[src/rtl/cmd_pack_router.sv]
module cmd_pack_router #(
  parameter int AW       = 32,
  parameter int SW       = 8,
  parameter int TW       = 4,
  parameter int PW       = 4,
  parameter int LW       = 8,
  parameter int NSEG     = 3,
  parameter logic [NSEG*AW-1:0] SEG_BASE = {32'h2000_0000, 32'h1000_0000, 32'h0000_1000},
  parameter logic [NSEG*AW-1:0] SEG_MASK = {32'hF000_0000, 32'hF000_0000, 32'hFFFF_FE00},
  parameter int LOC_SEG  = 0,
  parameter int LOC_REGS = 4
) (
  input  logic          clk,
  input  logic          rst_n,
  input  logic          in_valid,
  output logic          in_ready,
  input  logic [AW-1:0] in_addr,
  input  logic          in_write,
  input  logic [31:0]   in_wdata,
  input  logic [3:0]    in_be,
  input  logic          in_last,
  input  logic [SW-1:0] in_srcid,
  input  logic [TW-1:0] in_trdid,
  input  logic [PW-1:0] in_pktid,
  input  logic [LW-1:0] in_plen,
  output logic          out_push,
  input  logic          out_space,
  output logic [AW-1:0] out_addr,
  output logic          out_write,
  output logic [63:0]   out_wdata,
  output logic [7:0]    out_be,
  output logic          out_last,
  output logic [SW-1:0] out_srcid,
  output logic [TW-1:0] out_trdid,
  output logic [PW-1:0] out_pktid,
  output logic [LW-1:0] out_plen,
  output logic          rsp_req,
  input  logic          rsp_grant,
  output logic          rsp_push,
  output logic [31:0]   rsp_data,
  output logic          rsp_error
);
  localparam int RW = (LOC_REGS > 1) ? $clog2(LOC_REGS) : 1;

  typedef enum logic [1:0] {S_IDLE, S_NEXT, S_PUT, S_RSP} st_t;
  st_t st;

  logic [31:0] regs [LOC_REGS];
  logic        seg_hit, seg_loc;

  always_comb begin
    seg_hit = 1'b0;
    seg_loc = 1'b0;
    for (int i = 0; i < NSEG; i++)
      if ((in_addr & SEG_MASK[i*AW +: AW]) == SEG_BASE[i*AW +: AW]) begin
        seg_hit = 1'b1;
        if (i == LOC_SEG) seg_loc = 1'b1;
      end
  end

  wire [6:0]    loc_idx = in_addr[8:2];
  wire [RW-1:0] loc_sel = in_addr[RW+1:2];
  wire          loc_ok  = in_last && (in_be == 4'hF) && (int'(loc_idx) < LOC_REGS);
  wire          hi_lane = in_addr[2];
  wire [63:0]   lane_data = hi_lane ? {in_wdata, 32'h0} : {32'h0, in_wdata};
  wire [7:0]    lane_be   = hi_lane ? {in_be, 4'h0} : {4'h0, in_be};

  assign in_ready = (st == S_IDLE) || (st == S_NEXT);
  assign out_push = (st == S_PUT);
  assign rsp_req  = (st == S_RSP);
  assign rsp_push = rsp_req && rsp_grant;

  always_ff @(posedge clk) begin
    if (!rst_n) begin
      st        <= S_IDLE;
      out_addr  <= '0;
      out_write <= 1'b0;
      out_wdata <= '0;
      out_be    <= '0;
      out_last  <= 1'b0;
      out_srcid <= '0;
      out_trdid <= '0;
      out_pktid <= '0;
      out_plen  <= '0;
      rsp_data  <= '0;
      rsp_error <= 1'b0;
      for (int i = 0; i < LOC_REGS; i++) regs[i] <= '0;
    end else begin
      case (st)
        S_IDLE: if (in_valid) begin
          if (seg_hit && seg_loc) begin
            rsp_error <= !loc_ok;
            rsp_data  <= (loc_ok && !in_write) ? regs[loc_sel] : 32'h0;
            if (loc_ok && in_write) regs[loc_sel] <= in_wdata;
            st <= S_RSP;
          end else if (seg_hit) begin
            out_addr  <= in_addr;
            out_write <= in_write;
            out_srcid <= in_srcid;
            out_trdid <= in_trdid;
            out_pktid <= in_pktid;
            out_plen  <= in_plen;
            out_wdata <= lane_data;
            out_be    <= lane_be;
            out_last  <= in_last;
            st        <= (in_last || hi_lane) ? S_PUT : S_NEXT;
          end else begin
            rsp_data  <= 32'h0;
            rsp_error <= 1'b1;
            if (in_last) st <= S_RSP;
          end
        end
        S_NEXT: if (in_valid) begin
          out_wdata[63:32] <= out_wdata[63:32] | in_wdata;
          out_be[7:4]      <= out_be[7:4] | in_be;
          out_last         <= in_last;
          st               <= S_PUT;
        end
        S_PUT: if (out_space) st <= S_IDLE;
        S_RSP: if (rsp_grant) st <= S_IDLE;
        default: st <= S_IDLE;
      endcase
    end
  end

  AST_BUSY_NO_ACCEPT: assert property (@(posedge clk) disable iff (!rst_n)
    (out_push || rsp_req) |-> !in_ready);
  AST_NEXT_CONTIG: assert property (@(posedge clk) disable iff (!rst_n)
    (st == S_NEXT && in_valid) |-> (in_addr == out_addr + AW'(4)));
  AST_PUSH_HOLD: assert property (@(posedge clk) disable iff (!rst_n)
    (out_push && !out_space) |=> (out_push && $stable(out_wdata) && $stable(out_be) && $stable(out_addr)));
  AST_PUSH_ONCE: assert property (@(posedge clk) disable iff (!rst_n)
    (out_push && out_space) |=> !out_push);
  AST_RSP_WAIT: assert property (@(posedge clk) disable iff (!rst_n)
    (rsp_req && !rsp_grant) |=> (rsp_req && $stable(rsp_data) && $stable(rsp_error)));
  AST_NO_DUAL: assert property (@(posedge clk) disable iff (!rst_n)
    !(out_push && rsp_req));
  AST_MISS_ERR: assert property (@(posedge clk) disable iff (!rst_n)
    (in_valid && st == S_IDLE && !seg_hit) |=> (rsp_error && rsp_data == 32'h0));
endmodule

[config.mk]
export PLATFORM = sky130hd
export DESIGN_NAME = cmd_pack_router
export DESIGN_NICKNAME = d
export VERILOG_FILES = /design/src/rtl/cmd_pack_router.sv
export SDC_FILE = /design/constraint.sdc
export NUM_CORES = 1
export LEC_CHECK = 0
export ABC_CLOCK_PERIOD_IN_PS = 5020
export BUFFER_PORTS_ARGS = -buffer_cell sky130_fd_sc_hd__buf_2
export CORE_MARGIN = 2
export CORE_UTILIZATION = 30
export DETAILED_ROUTE_END_ITERATION = 10
export PLACE_DENSITY_LB_ADDON = 0.15
export SYNTH_ARGS = -nofsm -noshare
export SYNTH_HDL_FRONTEND = slang
export SYNTH_SLANG_ARGS = --single-unit
[constraint.sdc]
create_clock -name clk -period 5.02 [get_ports clk]
set_input_delay 0 -clock clk [delete_from_list [all_inputs] [get_ports clk]]
set_output_delay 0 -clock clk [all_outputs]
set_load 0.01 [all_outputs]
==> results.sh <==
export IMPL_final_max_slew_viol_count=0
export IMPL_end_kind="flip-flop"
export IMPL_io_pins=266
export IMPL_seqCellArea_mm2=0.00715
export IMPL_nFillCells=3671
export IMPL_clk_latency_ps=530
export IMPL_setup_slack_ps=2070
export IMPL_final_area_mm2=0.0154
export IMPL_vias=8780
export IMPL_r2r_slack_ps=2070
export IMPL_avgViaCountPerCell=4.76
export IMPL_min_delay_path_class="in -> reg"
export IMPL_layout_min_cycle_time_ps=2950
export IMPL_switching_share_pct=23.5
export IMPL_clock_path_buffers=3
export IMPL_internal_power_mw=4.17
export IMPL_synth_top_flop_cell="dfxtp_1"
export IMPL_slew_headroom_pct=28.4
export IMPL_synth_distinct_cells=44
export IMPL_drive_gt1_share_pct=31.5
export IMPL_multi_input_area_mm2=0.00403
export IMPL_initial_utilization_pct=30.5
export IMPL_cts_buffers_inserted=34
export IMPL_yosys_area_top_type="edfxtp_1"
export IMPL_syn_instance_count=980
export IMPL_syn_nets=1079
export IMPL_dpl_cell_count=1686
export IMPL_synth_area_mm2=0.0115
export IMPL_io_buffers=265
export IMPL_grt_pass1_vias=8788
export IMPL_nNetsFinal=1406
export IMPL_synth_edf_count=128
export IMPL_post_cts_setup_buffer_count=0
export IMPL_post_dp_cell_area_mm2=0.0133
export IMPL_required_ps=5260
export IMPL_dr_pass1_iters=4
export IMPL_cts_root_buf="clkbuf_16"
export IMPL_cts_hold_buf=96
export IMPL_synthArstFlopShare_pct=0
export IMPL_cp_start_kind="flip-flop"
export IMPL_area_growth_pct=33.7
export IMPL_min_from="in_addr[31]"
export IMPL_clock_sinks=293
export IMPL_yosysSeqAreaShare_pct=62.2
export IMPL_setup_viol=0
export IMPL_outcome="complete, no violations"
export IMPL_cts_tree="built"
export IMPL_worstSetupPathType="reg -> reg"
export IMPL_fin_crit_sh_pct=58.8
export IMPL_arrival_ps=3190
export IMPL_synth_seq_cells=293
export IMPL_ant_nets=0
export IMPL_max_cap_viol_count=0
export IMPL_grt_ovfl_total=0
export IMPL_rows=71
export IMPL_fin_util_pct=40.8
export IMPL_gp_congestion=0.784
export IMPL_p_clk_share_pct=44.8
export IMPL_hold_viol_final=0
export IMPL_grt_pass1_wl_um=54300
export IMPL_track_usage_pct=18.0
export IMPL_rr_startpoint="st[1]"
export IMPL_p_seq_share_pct=47.2
export IMPL_syn_area_per_cell_um2=11.7
export IMPL_rsz0062_at_grt="no"
export IMPL_leakage_nw=5.90
export IMPL_power_density_mw_per_mm2=355
export IMPL_worstPathMaxFanout=62
export IMPL_yosys_warnings=0
export IMPL_wire_per_inst_um=19.5
export IMPL_yosysTopAreaCellShare_pct=33.5
export IMPL_max_freq_mhz=339
export IMPL_die_h_um=200
export IMPL_grt_max_degree=94
export IMPL_core_mm2=0.0377
export IMPL_antenna_found_initial=0
export IMPL_worst_slew_pin_transition_ps=1070
export IMPL_layoutNonFillerInstCount=1844
export IMPL_combPwrFrac_pct=8.1
export IMPL_ctsResizeCount=0
export IMPL_die_area_mm2=0.0399
export IMPL_diodes=0
export IMPL_fin_skew_ps=14.0
export IMPL_fin_setup_tns_ps=0
export IMPL_hpwl_um=22300
export IMPL_first_iter_violations=485
export IMPL_cts_htree_levels=2
export IMPL_pre_cts_slack_ps=1970
export IMPL_switching_power_mw=1.28
export IMPL_drc=0
export IMPL_peakVddDrop_v=0.000220
export IMPL_cts_reportedPaths_clkPinSlew_ps=60
export IMPL_die_width_um=200
export IMPL_drt_wl_total_um=36000
export IMPL_synth_area_top_cells="edfxtp_1 (33%), dfxtp_1 (29%), mux4_2 (6.3%)"
export IMPL_critPathLaunch="st[1]"
## synth_stat cells, types with 4 or more instances
cell type	count
a22o_1	67
nor2_1	41
a21oi_1	95
nand2_1	178
nor4_1	4
buf_1	4
buf_2	23
dfxtp_1	165
clkbuf_1	57
edfxtp_1	128
nor3_1	62
nand3b_1	36
nor3_2	38
buf_6	4
mux4_2	32
## worst max-delay path, cell delays in order, from the launching register on
cell	delay, ps
dfxtp_1	400
or3b_4	480
nor4_4	290
nand3_4	90
buf_4	350
o21ai_4	760
buf_4	290
## routing by layer
layer  global-route usage (%)  vias up  wire [um]
met5                        0        -          0
met4                     5.05        0        681
met3                     5.64       46       2600
met2                     29.0      274      17200
met1                     23.2     4251      15500
li1                         -     4209          -
## registers in the layout, summed over array words and instances (netlist names)
| signal | flops |
|---|---|
| out_addr | 32 |
| out_be | 8 |
| out_last | 1 |
| out_pktid | 4 |
| out_plen | 8 |
| out_srcid | 8 |
| out_trdid | 4 |
| out_wdata | 64 |
| out_write | 1 |
| regs | 128 |
| rsp_data | 32 |
| rsp_error | 1 |
| st | 2 |
## final timing paths
path,end,cells past startpoint
hold / removal,st[1],5
setup / recovery,regs[3][14],6
setup reg to reg,regs[3][14],6
hold reg to reg,out_wdata[10],2
## placed cells by master, fill, tap and decap left out, types with 36 or more instances in the layout
master / Yosys / layout
buf_2: 23 / 264
nand2_1: 178 / 178
dfxtp_1: 165 / 165
edfxtp_1: 128 / 128
dlygate4sd3_1: 0 / 96
a21oi_1: 95 / 95
a22o_1: 67 / 67
nor3_1: 62 / 61
nor3_2: 38 / 39
nor2_1: 41 / 38
nand3b_1: 36 / 36
## power groups by stage
stage	clock (mW)	combinational [mW]	sequential (mW)
CTS	2.51	0.447	2.57
finish	2.44	0.440	2.57
detailed placement	0	0.389	2.62
global placement	0	0.389	2.62
global route	2.61	0.477	2.58
floorplan	0	0.193	2.63
## layout make-up
cell class              instances  share of cell area (%)
well taps                     511                    4.16
clock inverters                 8                   0.562
flip-flops and latches        293                    46.6
multi-input cells             596                    26.2
clock buffers                  54                    6.63
repair buffers                379                    15.8
inverters                       3                  0.0815
## cell families (layout without fill, tap and decap cells)
group / after synthesis / after routing / synth area share, %
simple gates: 383 / 383 / 17.5
flops: 293 / 293 / 62.2
xor+xnor: 2 / 2 / 0.153
buf+inv: 91 / 444 / 3.49
compound gates: 178 / 178 / 10.3
mux: 33 / 33 / 6.36
## stage by stage
step                power (mW)  hold slack (ps)
floorplan                 2.83             90.2
global placement          3.01              240
detailed placement        3.01              247
CTS                       5.53             10.3
global route              5.66             55.9
finish                    5.46             17.4
Power figures use the tool's default switching activity.
